[src/rtl/lsg_pkg.sv]
package lsg_pkg;

  typedef struct packed {
    logic wants;    // passed ordering rule, asks for a port
    logic issue;    // offered to the cache
    logic resched;  // sent back for rescheduling
    logic fault;    // machine-check indication
    logic retry;    // refused, not bad address
    logic blocked;  // blocked-record candidate
  } lane_res_t;

endpackage

[src/rtl/lsg_lane.sv]
module lsg_lane #(
  parameter int IDXW = 3
) (
  input  logic                   clk,
  input  logic                   rst_n,
  input  logic                   vld,
  input  logic                   unc,
  input  logic                   at_commit,
  input  logic [IDXW-1:0]        idx,
  input  logic [IDXW-1:0]        head,
  input  logic                   port_ok,
  input  logic                   busy,
  input  logic                   mem_ready,
  input  logic                   mem_bad,
  output lsg_pkg::lane_res_t     res
);

  logic unc_bad;
  logic claim;
  logic refused;

  always_comb begin
    unc_bad     = vld && unc && ((idx != head) || !at_commit);
    res.wants   = vld && !unc_bad;
    claim       = res.wants && port_ok;
    res.issue   = claim && !busy;
    refused     = res.issue && !mem_ready;
    res.fault   = unc_bad || (refused && mem_bad);
    res.retry   = refused && !mem_bad;
    res.blocked = (claim && busy) || res.retry;
    res.resched = unc_bad || (res.wants && !port_ok);
  end

  assert_unc_held_R1: assert property (@(posedge clk) disable iff (!rst_n)
    (vld && unc && (idx != head)) |-> (res.resched && res.fault && !res.issue));

  assert_bad_no_retry_R5: assert property (@(posedge clk) disable iff (!rst_n)
    (res.issue && !mem_ready && mem_bad) |-> (res.fault && !res.retry && !res.blocked));

  assert_busy_no_offer_R4: assert property (@(posedge clk) disable iff (!rst_n)
    busy |-> !res.issue);

endmodule

[src/rtl/lsg_blk_rec.sv]
module lsg_blk_rec #(
  parameter int LANES = 2,
  parameter int SEQW  = 8
) (
  input  logic                  clk,
  input  logic                  rst_n,
  input  logic [LANES-1:0]      cand,
  input  logic [LANES*SEQW-1:0] cand_seq,
  input  logic                  clr,
  input  logic                  hset,
  output logic                  flag,
  output logic                  handled,
  output logic [SEQW-1:0]       seq
);

  logic [LANES:0]  bv;
  logic [SEQW-1:0] bs [LANES+1];
  logic            rec;

  assign bv[0] = 1'b0;
  assign bs[0] = '0;

  for (genvar i = 0; i < LANES; i++) begin : g_min
    logic [SEQW-1:0] s;
    logic            take;
    assign s        = cand_seq[i*SEQW +: SEQW];
    assign take     = cand[i] && (!bv[i] || (s < bs[i]));
    assign bv[i+1]  = bv[i] || cand[i];
    assign bs[i+1]  = take ? s : bs[i];
  end

  assign rec = bv[LANES] && !(flag && (seq < bs[LANES]));

  always_ff @(posedge clk) begin
    if (!rst_n) begin
      flag    <= 1'b0;
      handled <= 1'b0;
      seq     <= '0;
    end else if (rec) begin
      flag    <= 1'b1;
      handled <= 1'b0;
      seq     <= bs[LANES];
    end else begin
      if (clr)  flag    <= 1'b0;
      if (hset) handled <= 1'b1;
    end
  end

  assert_rec_wins_R8: assert property (@(posedge clk) disable iff (!rst_n)
    rec |=> (flag && !handled));

  assert_keep_oldest_R7: assert property (@(posedge clk) disable iff (!rst_n)
    (flag && !rec) |=> $stable(seq));

  assert_hset_R8: assert property (@(posedge clk) disable iff (!rst_n)
    (hset && !rec) |=> handled);

endmodule

[src/rtl/load_issue_gate.sv]
module load_issue_gate #(
  parameter int LANES = 2,
  parameter int PORTS = 1,
  parameter int IDXW  = 3,
  parameter int SEQW  = 8,
  parameter int TIDW  = 2,
  localparam int CNTW = $clog2(LANES + 1)
) (
  input  logic                  clk,
  input  logic                  rst_n,
  input  logic [LANES-1:0]      ld_vld,
  input  logic [LANES-1:0]      ld_unc,
  input  logic [LANES-1:0]      ld_commit,
  input  logic [LANES*IDXW-1:0] ld_idx,
  input  logic [LANES*SEQW-1:0] ld_seq,
  input  logic [IDXW-1:0]       lq_head,
  input  logic [TIDW-1:0]       thread_id,
  input  logic                  cache_busy,
  output logic [LANES-1:0]      mem_valid,
  input  logic [LANES-1:0]      mem_ready,
  input  logic [LANES-1:0]      mem_bad,
  output logic [LANES-1:0]      ld_resched,
  output logic [LANES-1:0]      ld_fault,
  output logic [CNTW-1:0]       used_ports,
  output logic                  retry_req,
  output logic [TIDW-1:0]       retry_tid,
  input  logic                  blk_clr,
  input  logic                  hnd_set,
  output logic                  blk_flag,
  output logic                  blk_handled,
  output logic [SEQW-1:0]       blk_seq
);

  lsg_pkg::lane_res_t res [LANES];
  logic [CNTW-1:0]    taken [LANES+1];
  logic [LANES-1:0]   port_ok;
  logic [LANES-1:0]   retry_v;
  logic [LANES-1:0]   blk_v;

  assign taken[0] = '0;

  for (genvar i = 0; i < LANES; i++) begin : g_lane
    assign port_ok[i] = int'(taken[i]) < PORTS;
    assign taken[i+1] = taken[i] + CNTW'(res[i].wants && port_ok[i]);

    lsg_lane #(.IDXW(IDXW)) u_lane (
      .clk       (clk),
      .rst_n     (rst_n),
      .vld       (ld_vld[i]),
      .unc       (ld_unc[i]),
      .at_commit (ld_commit[i]),
      .idx       (ld_idx[i*IDXW +: IDXW]),
      .head      (lq_head),
      .port_ok   (port_ok[i]),
      .busy      (cache_busy),
      .mem_ready (mem_ready[i]),
      .mem_bad   (mem_bad[i]),
      .res       (res[i])
    );

    assign mem_valid[i]  = res[i].issue;
    assign ld_resched[i] = res[i].resched;
    assign ld_fault[i]   = res[i].fault;
    assign retry_v[i]    = res[i].retry;
    assign blk_v[i]      = res[i].blocked;
  end

  assign used_ports = taken[LANES];
  assign retry_req  = |retry_v;

  always_ff @(posedge clk) begin
    if (!rst_n)         retry_tid <= '0;
    else if (retry_req) retry_tid <= thread_id;
  end

  lsg_blk_rec #(.LANES(LANES), .SEQW(SEQW)) u_rec (
    .clk      (clk),
    .rst_n    (rst_n),
    .cand     (blk_v),
    .cand_seq (ld_seq),
    .clr      (blk_clr),
    .hset     (hnd_set),
    .flag     (blk_flag),
    .handled  (blk_handled),
    .seq      (blk_seq)
  );

  assert_port_cap_R3: assert property (@(posedge clk) disable iff (!rst_n)
    int'(used_ports) <= PORTS);

  assert_retry_tid_R6: assert property (@(posedge clk) disable iff (!rst_n)
    retry_req |=> (retry_tid == $past(thread_id)));

endmodule

[config.mk]
export PLATFORM = sky130hd
export DESIGN_NAME = load_issue_gate
export DESIGN_NICKNAME = d
export VERILOG_FILES = /design/src/rtl/lsg_pkg.sv /design/src/rtl/lsg_lane.sv /design/src/rtl/lsg_blk_rec.sv /design/src/rtl/load_issue_gate.sv
export SDC_FILE = /design/constraint.sdc
export NUM_CORES = 1
export LEC_CHECK = 0
export ABC_AREA = 1
export ABC_CLOCK_PERIOD_IN_PS = 3380
export BUFFER_PORTS_ARGS = -buffer_cell sky130_fd_sc_hd__buf_2
export CORE_MARGIN = 5
export CORE_UTILIZATION = 38
export CTS_BUF_LIST = sky130_fd_sc_hd__clkbuf_8
export DETAILED_ROUTE_END_ITERATION = 16
export PLACE_DENSITY = 0.7
export SYNTH_ARGS = -nofsm -noshare
export SYNTH_HDL_FRONTEND = slang
export SYNTH_SLANG_ARGS = --single-unit
[constraint.sdc]
create_clock -name clk -period 3.38 [get_ports clk]
set_clock_uncertainty 0.05 [all_clocks]
set_input_delay 0.169 -clock clk [delete_from_list [all_inputs] [get_ports clk]]
set_output_delay 0.169 -clock clk [all_outputs]
set_load 0.01 [all_outputs]
## Yosys cells after proc, flatten, opt, wreduce, memory -nomap -nowiden

Cells that the tools add are included.

| word-level totals | value |
|---|---|
| register bits after elaboration | 12 |
| bits in latches | 0 |
| memory bits (writable) | 0 |
| memory bits (read-only) | 0 |
| input port bits | 42 |
| output and inout bits | 21 |
| logic and storage cells | 60 |
| memories | 0 |

| operators by class | value |
|---|---|
| add/sub/neg operators | 1 |
| multiply operators | 0 |
| divide/modulo/power cells | 0 |
| order comparisons | 3 |
| equal/unequal tests | 2 |
| shift-type cells | 0 |
| multiplexer cells | 4 |
| bitwise gates (word level) | 1 |
| reduce and logical (&&, ||, !) cells | 45 |

Operators by type and width:

| operator | count |
|---|---|
| $logic_and 1x1->1 | 21 |
| $lt 8x8->1 | 2 |
| $mux 8 | 2 |
| $logic_not 1->1 | 12 |
| $logic_or 1x1->1 | 9 |
| $ne 3x3->1 | 2 |
| $reduce_or 2->1 | 2 |
| $add 1x1->2 | 1 |
| $mux 1 | 2 |
| $reduce_bool 2->1 | 1 |
| $lt 1x1->1 const B | 1 |
| $not 1->1 | 1 |

## Logic depth before layout (Yosys ltp)

Gate-level depths: netlist of run 1.

| depth | value |
|---|---|
| word-level depth | 19 |
| depth in mapped cells | 24 |
| depth with buffers taken out | 24 |

## Modules after synthesis

Synthesis of run 1 repeated with hierarchy kept, for this count alone.

| unflattened totals | value |
|---|---|
| cells, all modules | 228 |
| area, all modules | 1,305.0 um2 |

Modules (own cells, without submodules):

| module | instances | cells each | area each (um2) | sequential area each (um2) |
|---|---|---|---|---|
| lsg_blk_rec | 1 | 143 | 887.1 | 200.2 |
| lsg_lane | 2 | 33 | 150.1 | 0.0 |
| load_issue_gate | 1 | 19 | 117.6 | 40.0 |

## Worst setup path before layout of run 1

Ideal clock, no wire load.

| timing | value |
|---|---|
| path type | input to register |
| from | input port ld_idx[0] |
| to | register u_rec.seq[2] |
| library setup time | 111 ps |
| arrival | 2,385 ps |
| data required time | 3,219 ps |
| path slack | 834 ps |
| stages on the path | 22 |
| path buffers | 0 |
| cell sequence | inv_1 > nand2_1 > nand2_1 > nor2_1 > nand2_2 > nand2_4 > nand2_4 > nor2_4 > nand3b_4 > nand2_4 > nand2_1 > nand2_1 > inv_1 > ha_1 > a21oi_1 > nor2_1 > a2111oi_0 > nand2_2 > nand2_4 > inv_4 > nor2_2 > nor2_2 |

| on the way | value |
|---|---|
| longest elaborated chain between the ends | 18 |
| elaborated cells between the ends (all ways) | 28 |
| classes of those cells | order compare: 3; eq/ne: 1; mux: 2; reduce/logical: 22 |

RTL lines:

| item | line | text |
|---|---|---|
| start, declared | load_issue_gate.sv:14 | `input logic [LANES*IDXW-1:0] ld_idx,` |
| $ne 3x3->1 * | lsg_lane.sv:23 | `unc_bad = vld && unc && ((idx != head) \|\| !at_commit);` |
| $logic_or 1x1->1 * | lsg_lane.sv:23 |  |
| $logic_and 1x1->1 * | lsg_lane.sv:23 |  |
| $logic_not 1->1 * | lsg_lane.sv:24 | `res.wants = vld && !unc_bad;` |
| $logic_and 1x1->1 * | lsg_lane.sv:24 |  |
| $logic_and 1x1->1 * | lsg_lane.sv:26 | `res.issue = claim && !busy;` |
| net mem_valid[0] | load_issue_gate.sv:19 | `output logic [LANES-1:0] mem_valid,` |
| $logic_and 1x1->1 * | lsg_lane.sv:27 | `refused = res.issue && !mem_ready;` |
| [3 not listed] | - |  |
| $lt 8x8->1 | lsg_blk_rec.sv:27 | `assign take = cand[i] && (!bv[i] \|\| (s < bs[i]));` |
| $logic_or 1x1->1 | lsg_blk_rec.sv:27 |  |
| $logic_and 1x1->1 | lsg_blk_rec.sv:27 |  |
| $mux 8 | lsg_blk_rec.sv:29 | `assign bs[i+1] = take ? s : bs[i];` |
| $lt 8x8->1 | lsg_blk_rec.sv:32 | `assign rec = bv[LANES] && !(flag && (seq < bs[LANES]));` |
| $logic_and 1x1->1 | lsg_blk_rec.sv:32 |  |
| $logic_not 1->1 | lsg_blk_rec.sv:32 |  |
| $logic_and 1x1->1 | lsg_blk_rec.sv:32 |  |
| end signal, assigned | lsg_blk_rec.sv:42 | `seq <= bs[LANES];` |
| end, declared | lsg_blk_rec.sv:13 | `output logic [SEQW-1:0] seq` |

Mark *: on every way through the listed nets, which the timed path passes. The rest lies on a longest branch.
A chain may end at the register's enable or synchronous reset.

## Worst setup path after layout of run 1

| timing | value |
|---|---|
| from | input port lq_head[0] |
| to | register u_rec.seq[2] |

| on the way | value |
|---|---|
| longest elaborated chain between the ends | 18 |
| elaborated cells between the ends (all ways) | 33 |
| classes of those cells | order compare: 3; eq/ne: 2; mux: 2; reduce/logical: 26 |

RTL lines:

| item | line | text |
|---|---|---|
| start, declared | load_issue_gate.sv:16 | `input logic [IDXW-1:0] lq_head,` |
| $ne 3x3->1 | lsg_lane.sv:23 |  |
| $logic_or 1x1->1 | lsg_lane.sv:23 |  |
| $logic_and 1x1->1 | lsg_lane.sv:23 |  |
| $logic_not 1->1 | lsg_lane.sv:24 |  |
| $logic_and 1x1->1 | lsg_lane.sv:24 |  |
| $logic_and 1x1->1 | lsg_lane.sv:26 |  |
| $logic_and 1x1->1 | lsg_lane.sv:27 |  |
| $logic_and 1x1->1 | lsg_lane.sv:29 | `res.retry = refused && !mem_bad;` |
| [2 not listed] | - |  |
| $lt 8x8->1 | lsg_blk_rec.sv:27 |  |
| $logic_or 1x1->1 | lsg_blk_rec.sv:27 |  |
| $logic_and 1x1->1 | lsg_blk_rec.sv:27 |  |
| $mux 8 | lsg_blk_rec.sv:29 |  |
| $lt 8x8->1 | lsg_blk_rec.sv:32 |  |
| $logic_and 1x1->1 | lsg_blk_rec.sv:32 |  |
| $logic_not 1->1 | lsg_blk_rec.sv:32 |  |
| $logic_and 1x1->1 | lsg_blk_rec.sv:32 |  |

Parallel ways exist; a longest one is shown, timed or not.

==> reports/summary.txt, run 1 <==
IO Pins: 63
crit path max fanout: 10
FF+latch count, synth: 12
crit path kind: in -> reg
CTS Buffer Depth: 2
Avg Inst Size Synth: 6.05 µm²
Power per Cell Area: 350 mW/mm²
CTS buffer count: 3
n_diodes: 0
Die Ht: 64.6 µm
Site Rows: 19
nets: 299
Worst setup SP type: input port
Final min period: 2.63 ns
final worst slack: 0.748 ns
DIE WIDTH: 64.6 µm
Vias per Instance: 4.34
Register Area: 240 µm²
worst reg2reg setup slack: 1.50 ns
LEAKAGE: 0.000960 µW
routed len/inst: 10.2 µm
top cells by area, synth: dfxtp_1 (21%), nand2_1 (21%), inv_1 (10%)
DR vias: 1,216
fin util: 53.9%
largest net degree at the start of global routing: 13
global-route wire length before repair: 4.73 mm
Synth area leader: dfxtp_1
dpl ws: 0.438 ns
f_max: 380 MHz
# clock sinks: 12
R2R cell count: 9
Max Slew Vio Count: 0
vias in the first global route: 1,106
synthesis-to-layout area growth: 33.6%
post_cts resized: 0
fillcell total: 292
hpwl dp: 2.43 mm
worst slew pin tran: 0.472 ns
crit path DAT: 2.73 ns
GRT overflow: 0
R2R Path Start: u_rec.seq[5]$_SDFFE_PN0P_
root buffer cell: clkbuf_8
RSZ-0062 raised after global routing: no
clk_lat worst skew: 0.24 ns
Worst setup EP type: flop
Total GRT Usage: 14.2%
gate count of the mapped netlist: 187
outcome: finished, final reports clean
Hold Crit Start: thread_id[0]
WHS: 0.100 ns
WP data required: 3.48 ns
Starting Density: 40.3%
initial antenna violation count: 0
post-CTS setup buffer count: 0
footprint of the multi-input gates: 746 µm²
Fin. Hold Viols: 0
GP Congestion: 0.889
count of unique library cells instantiated by Yosys: 26
core area: 0.00281 mm²
Iter 0 DRT Violations: 35
fin crit share: 77.9%
Synthesized Nets: 236
setup TNS: 0 ns
Die ar.: 0.00417 mm²
Final setup viols: 0
Max-slew headroom: 67.7%
VDD IR max: 0.171 mV
hold_buf cts: 0
H-tree levels: 1
worst hold endpoint: retry_tid[0]$_SDFFE_PN0P_
Cell Area, Synth: 0.00113 mm²
worst hold path class: in -> reg
MaxCap Viol Count: 0
Post-DRT Antenna Nets: 0
share of layout cells above drive strength 1: 36.9%
drt total wl: 2.86 mm
RR Endpoint: u_rec.seq[2]$_SDFFE_PN0P_
DR pass1 iterations: 4
Synth top area share: 21.2%
Hold Path Depth: 3
Clock transition at path regs: 0.06 ns
Post-route DRC: 0
synth warn: 0
CTS tree: yes
Seq/Total Area, Yosys: 21.2%
port buffer count: 61
-- where the power goes --
| group | switching, µW | internal (µW) |
|---|---|---|
| sequential | 11.2 | 157 |
| combinational | 118 | 83.4 |
| clock | 57.0 | 103 |
-- cell families (layout without fill, tap and decap cells) --
group | count (synthesis) | count (layout) | share of synthesized area (%)
AO/OA/AOI/OAI | 15 | 15 | 8.41
adder cells (fa/ha/maj) | 7 | 7 | 7.74
buffers and inverters | 36 | 98 | 12.8
flip-flops | 12 | 12 | 21.2
other | 1 | 1 | 0.332
AND/OR/NAND/NOR | 116 | 116 | 49.4
-- cells in the final DEF (no fill, tap or decap), types with 5 or more instances in the layout --
master / synthesis / final
ha_1: 7 / 7
nand2_4: 5 / 5
nor2_2: 10 / 10
dfxtp_1: 12 / 12
o21ai_0: 5 / 5
buf_2: 0 / 61
inv_1: 31 / 31
nor2_1: 23 / 23
nand3_1: 6 / 6
nand2_1: 62 / 62
-- sequential cells by signal, indices dropped and copies added, names as in the netlist --
| signal | cells |
|---|---|
| u_rec.handled | 1 |
| retry_tid | 2 |
| u_rec.flag | 1 |
| u_rec.seq | 8 |
-- through the flow --
| stage | total power [µW] | area, µm² | instances |
|---|---|---|---|
| 2_1_floorplan | 303 | 1130 | 187 |
| 3_3_place_gp | 372 | 1460 | 276 |
| 3_5_place_dp | 374 | 1460 | 276 |
| 4_1_cts | 537 | 1510 | 280 |
| 5_1_grt | 574 | 1510 | 280 |
| 6_report | 529 | 1510 | 280 |
-- worst max path at each step --
stage	to	slack (ns)	cells after the start	start
floorplan	u_rec.seq[2]$_SDFFE_PN0P_	0.83	22	ld_idx[0]
global placement	u_rec.seq[6]$_SDFFE_PN0P_	0.46	23	lq_head[0]
detailed placement	u_rec.seq[2]$_SDFFE_PN0P_	0.44	22	lq_head[1]
CTS	u_rec.seq[2]$_SDFFE_PN0P_	0.69	23	lq_head[0]
global route	u_rec.seq[2]$_SDFFE_PN0P_	0.31	23	lq_head[0]
finish	u_rec.seq[2]$_SDFFE_PN0P_	0.75	23	lq_head[0]
-- layout make-up --
class	instances	share of cell area (%)
clock buffer	4	3.64
inverter	33	8.36
multi-input combinational	139	49.3
sequential	12	15.9
tap	31	2.57
timing repair buffer	61	20.2
-- worst max-delay path, stage by stage --
cell,delay [ns]
buf_2,0.11
inv_1,0.04
nand2_1,0.05
nand2_1,0.05
nor2_1,0.08
nand2_1,0.07
nand2_1,0.09
nand2_1,0.08
nor2_2,0.15
nand4_2,0.11
nand2_2,0.17
nand2_1,0.07
nand2_1,0.08
inv_1,0.05
ha_1,0.28
a21oi_1,0.13
nor2_1,0.05
a2111oi_0,0.37
nand2_2,0.19
nand2_4,0.16
inv_4,0.07
nor2_2,0.10
nor2_2,0.04
-- Yosys cell counts --
| library cell | n |
|---|---|
| nor2_1 | 23 |
| nand2_2 | 4 |
| a21oi_2 | 1 |
| inv_1 | 31 |
| dfxtp_1 | 12 |
| nand4_1 | 1 |
| nand3_2 | 1 |
| clkbuf_1 | 1 |
| inv_4 | 1 |
| nor2_4 | 1 |
| nand3b_4 | 1 |
| nor2_2 | 10 |
| o21ai_0 | 5 |
| or2_2 | 1 |
| a21boi_0 | 4 |
| conb_1 | 1 |
| a21boi_1 | 1 |
| a2111oi_0 | 1 |
| nand2_1 | 62 |
| nand2_4 | 5 |
| ha_1 | 7 |
| inv_2 | 1 |
| buf_4 | 2 |
| nand4_2 | 1 |
| nand3_1 | 6 |
| a21oi_1 | 3 |
-- per-layer routing --
metal  vias up  track usage, %  wire, µm
li1        688               -         -
met1       490            17.4      1320
met2        36            23.5      1290
met3         2            5.35       232
met4         0            3.96        23
met5         -               0         0
(Power assumes the default switching activity.)
==> run 2, diff against run 1 <==
--- a/config.mk
+++ b/config.mk
@@ -5,14 +5,14 @@
 export SDC_FILE = /design/constraint.sdc
 export NUM_CORES = 1
 export LEC_CHECK = 0
-export ABC_AREA = 1
-export ABC_CLOCK_PERIOD_IN_PS = 3380
+export ABC_AREA = 0
+export ABC_CLOCK_PERIOD_IN_PS = 2400
 export BUFFER_PORTS_ARGS = -buffer_cell sky130_fd_sc_hd__buf_2
 export CORE_MARGIN = 5
 export CORE_UTILIZATION = 38
 export CTS_BUF_LIST = sky130_fd_sc_hd__clkbuf_8
 export DETAILED_ROUTE_END_ITERATION = 16
-export PLACE_DENSITY = 0.7
+export PLACE_DENSITY = 0.75
 export SYNTH_ARGS = -nofsm -noshare
 export SYNTH_HDL_FRONTEND = slang
 export SYNTH_SLANG_ARGS = --single-unit
==> constraint.sdc (replaced) <==
create_clock -name clk -period 2.4 [get_ports clk]
set_clock_uncertainty 0.05 [all_clocks]
set_input_delay 0.12 -clock clk [delete_from_list [all_inputs] [get_ports clk]]
set_output_delay 0.12 -clock clk [all_outputs]
set_load 0.01 [all_outputs]
==> run 2 against run 1 <==
  * The run now ends with negative setup slack left
  * Sequential power up 45%
  * Worst setup slack worse by 1.1 ns
  * Die area fell by 8.9%
  * Critical path type unchanged
==> reports/summary.txt, run 2 <==
ys async rst share: 0% (unchanged)
Clock transition at path regs: 0.05 ns (about the same)
f_max: 360 MHz
CP peak stage delay: 0.48 ns (+0.11 ns)
fin util: 77.5% (+24 points)
outcome: complete, but fails checks
most frequent cell after synthesis: dfxtp_1
GRT overflow: 0 (unchanged)
Iter 0 DRT Violations: 71 (+100%)
Final min period: 2.78 ns
Post-DRT Antenna Nets: 0 (unchanged)
DR pass1 iterations: 4 (unchanged)
Post-route DRC: 0 (unchanged)
Synth area leader: dfxtp_1
worst hold path class: in -> reg
number of flip-flops in the largest register: 8 (unchanged)
Synth top area share: 23.7% (+2.5 points)
H-tree levels: 1 (unchanged)
LEAKAGE: 0.000894 µW (-6.9%)
Die ar.: 0.00380 mm² (-8.9%)
crit path max fanout: 9 (-1)
Power Total: 951 µW (+80%)
nets: 255 (-15%)
fin cells: 235 (-16%)
Total GRT Usage: 21.9% (+7.6 points)
Cell Area, Synth: 0.00101 mm² (-11%)
Seq/Total Area, Yosys: 23.7% (+2.5 points)
Slowest cell on crit path: o41ai_4
# clock sinks: 12 (unchanged)
crit path DAT: 2.88 ns (+0.15 ns)
core area: 0.00252 mm² (-10%)
fin crit share: 116%
hold_buf cts: 0 (unchanged)
Post-synth top cells: dfxtp_1 (12), nand2_1 (9), a221oi_1 (8), a22oi_1 (8)
Biggest register: u_rec.seq
n_diodes: 0 (unchanged)
Vias per Instance: 5.69 (+31%)
fillcell total: 168 (-42%)
Final setup viols: 10 (+10)
CTS Buffer Depth: 2 (unchanged)
Top FF cell, synth: dfxtp_1
GP Congestion: 0.845 (-4.9%)
top cells by area, synth: dfxtp_1 (24%), ha_1 (8.7%), a221oi_1 (6.9%)
crit path kind: in -> reg
Max Slew Vio Count: 0 (unchanged)
drt total wl: 4.04 mm (+41%)
biggest regs: u_rec.seq: 8 flops, retry_tid: 2 flops
Avg Inst Size Synth: 9.12 µm² (+51%)
failing checks: negative setup slack
DIE WIDTH: 61.6 µm (-4.6%)
largest net degree at the start of global routing: 10 (-3)
most frequent cells in the layout: buf_2 (59), buf_4 (26), dfxtp_1 (12)
DR vias: 1,336 (+9.9%)
Worst setup EP type: flop
RSZ-0062 raised after global routing: yes
footprint of the multi-input gates: 960 µm² (+29%)
worst path bufs/invs: 2 (-2)
CTS buffer count: 3 (unchanged)
gate count of the mapped netlist: 111 (-41%)
crit-path leading delay family: compound AO/OA/AOI/OAI gates
initial antenna violation count: 0 (unchanged)
Worst setup SP type: input port
Register Area: 240 µm² (unchanged)
VDD IR max: 0.334 mV (+96%)
Synthesized Nets: 160 (-32%)
clk_lat worst skew: 0.24 ns (about the same)
synth warn: 0 (unchanged)
Placed Cells: 221 (-20%)
Fin. Hold Viols: 0 (unchanged)
Starting Density: 40.1% (-0.19 points)
root buffer cell: clkbuf_8
IO Pins: 63 (unchanged)
port buffer count: 61 (unchanged)
final worst slack: -0.381 ns (-1.13 ns)
MaxCap Viol Count: 0 (unchanged)
Die Ht: 61.6 µm (-4.6%)
vias in the first global route: 1,435 (+30%)
number of flops mapped to enable cells by yosys: 0 (unchanged)
global-route wire length before repair: 6.18 mm (+31%)
CP cell instances: buf_2, xor2_1, o41ai_4, o21a_4, buf_12, a22oi_1, ha_1, or2_2, o311ai_4, o21ai_4, a22o_2, a211oi_1
hpwl dp: 2.78 mm (+14%)
most common cell after layout, fill and taps aside: buf_2
count of unique library cells instantiated by Yosys: 37 (+42%)
CTS tree: yes
Power per Cell Area: 486 mW/mm² (+39%)
synthesis-to-layout area growth: 93.2%
FF+latch count, synth: 12 (unchanged)
Site Rows: 18 (-1)
share of layout cells above drive strength 1: 67.8% (+31 points)
routed len/inst: 17.2 µm (+68%)
WP data required: 2.50 ns (-0.98 ns)
-- run 2: cell types whose count changed after synthesis, moves of 7 or more --
cell | before | now
nand2_1 | 62 | 9
a22oi_1 | 0 | 8
a211oi_1 | 0 | 7
a221oi_1 | 0 | 8
nor2_2 | 10 | 0
nor2_1 | 23 | 6
inv_1 | 31 | 7
-- run 2: final cells by class --
class	count	area share [%]
sequential	12	12.3
tap	30	1.92
inverter	7	1.34
multi-input combinational	87	49.1
clock buffer	4	2.82
timing repair buffer	95	32.6
-- run 2: layer usage --
layer / wire length (µm) / global-route usage, % / vias to the layer above
met1: 1530 / 23.5 / 638
met2: 2070 / 41.9 / 64
met3: 357 / 3.14 / 9
li1: - / - / 625
met4: 77 / 9.09 / 0
met5: 0 / 0 / -
-- run 2: tightest hold or removal path, cell delays in order --
cell and delay (ns):
buf_2 0.10, nand2_1 0.05, mux2i_1 0.06
-- run 2: worst paths after layout --
| check | from | to | slack (ns) | cells after the start |
|---|---|---|---|---|
| hold / removal | thread_id[1] | retry_tid[1]$_SDFFE_PN0P_ | 0.09 | 3 |
| setup / recovery | ld_idx[2] | u_rec.seq[7]$_SDFFE_PN0P_ | -0.38 | 12 |
| hold reg to reg | retry_tid[1]$_SDFFE_PN0P_ | retry_tid[1]$_SDFFE_PN0P_ | 0.41 | 2 |
| setup reg to reg | u_rec.seq[1]$_SDFFE_PN0P_ | u_rec.seq[7]$_SDFFE_PN0P_ | 0.29 | 6 |
-- run 2: logic make-up after synthesis --
logic type | after synthesis | synth area share [%]
buf+inv | 13 | 7.79
mux | 2 | 1.98
simple gates | 25 | 13.7
xor+xnor | 6 | 5.19
flops | 12 | 23.7
other cells | 1 | 0.370
fa+ha+maj | 7 | 8.65
compound gates | 45 | 38.6
-- run 2: through the flow --
step	cell area, µm²	setup slack, ns	TNS [ns]	hold slack [ns]
after floorplan	1080	-0.447	-4.20	0.188
after global placement	1580	-0.547	-5.03	0.320
after detailed placement	1580	-0.631	-6.07	0.338
after CTS	1890	-0.336	-3.07	0.0861
after global routing	1960	-0.486	-4.18	0.109
final	1960	-0.381	-3.24	0.0899
-- run 2: power by group --
group	internal, µW	switching (µW)
logic	247	234
clock network	145	80.2
registers	219	24.7
total	612	339
-- run 2: repair_timing --
| action | in CTS | in global routing |
|---|---|---|
| pin swaps | 21 | 15 |
| setup endpoints to repair | 10 | 10 |
| cloned | 2 | 0 |
| buffers inserted | 7 | 1 |
| gates resized for setup | 30 | 8 |
==> run 3, diff against run 2 <==
--- a/config.mk
+++ b/config.mk
@@ -6,13 +6,14 @@
 export NUM_CORES = 1
 export LEC_CHECK = 0
 export ABC_AREA = 0
-export ABC_CLOCK_PERIOD_IN_PS = 2400
+export ABC_CLOCK_PERIOD_IN_PS = 2650
 export BUFFER_PORTS_ARGS = -buffer_cell sky130_fd_sc_hd__buf_2
 export CORE_MARGIN = 5
 export CORE_UTILIZATION = 38
 export CTS_BUF_LIST = sky130_fd_sc_hd__clkbuf_8
 export DETAILED_ROUTE_END_ITERATION = 16
-export PLACE_DENSITY = 0.75
+export PLACE_DENSITY = 0.72
+export SLEW_MARGIN = 20
 export SYNTH_ARGS = -nofsm -noshare
 export SYNTH_HDL_FRONTEND = slang
 export SYNTH_SLANG_ARGS = --single-unit
==> constraint.sdc (replaced) <==
create_clock -name clk -period 2.65 [get_ports clk]
set_clock_uncertainty 0.05 [all_clocks]
set_input_delay 0.1325 -clock clk [delete_from_list [all_inputs] [get_ports clk]]
set_output_delay 0.1325 -clock clk [all_outputs]
set_load 0.01 [all_outputs]
==> run 3 against run 2 <==
  * Final cell count shrank 0.43%
  * Combinational power decreased by 8.9%
  * Count of clock-buffer cells in the layout stayed put
  * Via count fell by 2.5%
  * Die area unchanged
  * Largest cell class unchanged
  * First-iteration DRC count shrank 56%
  * Flip-flop and latch count unchanged
  * Non-clock buffer count down 2
  * Critical path type unchanged
  * Design area is 0.38% lower
  * Global-route usage shrank 0.83 points
  * Core utilization down 0.30 points
  * The run still ends with negative setup slack left
  * Sequential power decreased by 10%
==> reports/summary.txt, run 3 (synthesis gave the netlist of run 2 again) <==
# clock sinks: 12 (unchanged)
Fin. Hold Viols: 0 (unchanged)
Post-route DRC: 0 (unchanged)
synthesis-to-layout area growth: 92.5%
Starting Density: 40.1% (unchanged)
Site Rows: 18 (unchanged)
clk_lat worst skew: 0.24 ns (about the same)
CTS buffer count: 3 (unchanged)
initial antenna violation count: 0 (unchanged)
DR vias: 1,302 (-2.5%)
GP Congestion: 0.808 (-4.4%)
Iter 0 DRT Violations: 31 (-56%)
most frequent cells in the layout: buf_2 (59), buf_4 (26), dfxtp_1 (12)
Vias per Instance: 5.56 (-2.1%)
Final min period: 2.75 ns
LEAKAGE: 0.000886 µW (-0.88%)
Slowest cell on crit path: o41ai_4
Die Ht: 61.6 µm (unchanged)
Post-DRT Antenna Nets: 0 (unchanged)
Clock transition at path regs: 0.06 ns (about the same)
Final setup viols: 9 (-1)
crit path max fanout: 6 (-3)
n_diodes: 0 (unchanged)
biggest regs: u_rec.seq: 8 flops, retry_tid: 2 flops
DIE WIDTH: 61.6 µm (unchanged)
fin util: 77.2% (-0.30 points)
routed len/inst: 17.5 µm (+1.9%)
share of layout cells above drive strength 1: 69.6% (+1.8 points)
fin crit share: 104%
crit path kind: in -> reg
post-route cell area: 0.00195 mm² (-0.38%)
outcome: complete, but fails checks
VDD IR max: 0.391 mV (+17%)
RSZ-0062 raised after global routing: yes
R2R cell count: 7 (+1)
DR pass1 iterations: 4 (unchanged)
number of flip-flops in the largest register: 8 (unchanged)
Sequential Power Share: 25.5% (about the same)
Die ar.: 0.00380 mm² (unchanged)
CTS Buffer Depth: 2 (unchanged)
Clock power frac: 23.3% (-0.4 points)
Comb pwr share: 51.2% (+0.5 points)
Worst setup SP type: input port
Max Slew Vio Count: 0 (unchanged)
CP peak stage delay: 0.49 ns (about the same)
port buffer count: 61 (unchanged)
crit path DAT: 2.81 ns (-0.07 ns)
Post-DP Area: 0.00155 mm² (-1.7%)
Biggest register: u_rec.seq
root buffer cell: clkbuf_8
f_max: 363 MHz
Internal: 551 µW (-10%)
Power per Cell Area: 440 mW/mm² (-9.6%)
Net Sw Power: 305 µW (-10%)
nets: 254 (-0.39%)
H-tree levels: 1 (unchanged)
global-route wire length before repair: 6.02 mm (-2.7%)
Hold Path Depth: 3 (unchanged)
most common cell after layout, fill and taps aside: buf_2
failing checks: negative setup slack
MaxCap Viol Count: 0 (unchanged)
GRT overflow: 0 (unchanged)
Switching Share: 35.7% (about the same)
drt total wl: 4.10 mm (+1.5%)
worst hold path class: in -> reg
largest net degree at the start of global routing: 12 (+2)
vias in the first global route: 1,416 (-1.3%)
core area: 0.00252 mm² (unchanged)
Worst setup EP type: flop
hpwl dp: 2.71 mm (-2.5%)
WP data required: 2.71 ns (+0.21 ns)
CTS tree: yes
IO Pins: 63 (unchanged)
CP cell instances: buf_2, xor2_2, o41ai_4, nor3_4, buf_12, a22oi_2, ha_2, o21a_1, o311ai_4, o21ai_4, buf_6, a221oi_4, a211oi_2
final worst slack: -0.101 ns (+0.280 ns)
Total GRT Usage: 21.0% (-0.83 points)
run 3: cell count changes in the layout (fill, tap and decap cells not counted), sizes merged:
cell / previous run / this run
o21a: 4 / 5
buf: 95 / 93
run 3: timing repair:
action	in CTS	in global routing
hold endpoints to repair	0	0
endpoints found under the setup margin	10	10
pin swaps	30	4
hold buffers	0	0
resized for setup	29	13
setup buffers	7	3
cloned	1	1
run 3: through the flow:
step | instances | power [µW] | setup WS [ns] | setup TNS (ns) | hold slack, ns
2_1_floorplan | 111 | 408 | -0.210 | -1.83 | 0.200
3_3_place_gp | 219 | 528 | -0.367 | -3.24 | 0.333
3_5_place_dp | 219 | 537 | -0.410 | -3.60 | 0.339
4_1_cts | 231 | 811 | -0.0668 | -0.468 | 0.0940
5_1_grt | 234 | 898 | -0.197 | -1.58 | 0.109
6_report | 234 | 856 | -0.101 | -0.784 | 0.0958
run 3: layout make-up:
| type | instances | area (µm²) |
|---|---|---|
| inverter | 7 | 26.3 |
| timing repair buffer | 93 | 598 |
| clock buffer | 4 | 55.1 |
| sequential | 12 | 240 |
| tap | 30 | 37.5 |
| multi-input combinational | 88 | 991 |
| fill | 172 | 574 |
run 3: layer usage:
layer,wire length [µm],global-route usage (%),vias to the layer above
met5,0,0,-
met4,36,6.36,0
met3,326,3.14,4
met2,2140,42.0,58
met1,1590,22.1,617
li1,-,-,623
run 3: path summary, 6_finish.rpt:
check	slack, ns	start	endpoint
min reg2reg	0.40	retry_tid[0]$_SDFFE_PN0P_	retry_tid[0]$_SDFFE_PN0P_
max	-0.10	ld_idx[2]	u_rec.seq[4]$_SDFFE_PN0P_
max reg2reg	0.61	u_rec.seq[2]$_SDFFE_PN0P_	u_rec.seq[4]$_SDFFE_PN0P_
min	0.1	thread_id[0]	retry_tid[0]$_SDFFE_PN0P_
run 3: power by group through the flow:
stage	Sequential [µW]	Clock [µW]	Combinational [µW]
after global placement	216	0	312
after floorplan	222	0	186
after detailed placement	216	0	321
after global routing	221	210	467
final	219	199	439
after CTS	216	203	392
run 3: worst max-delay path, delay by kind of cell:
family	cells	cell delay (ns)
XOR/XNOR	1	0.19
AO/OA/AOI/OAI	7	1.65
buffers and inverters	3	0.44
adder cells (fa/ha/maj)	1	0.30
AND/OR/NAND/NOR	1	0.10
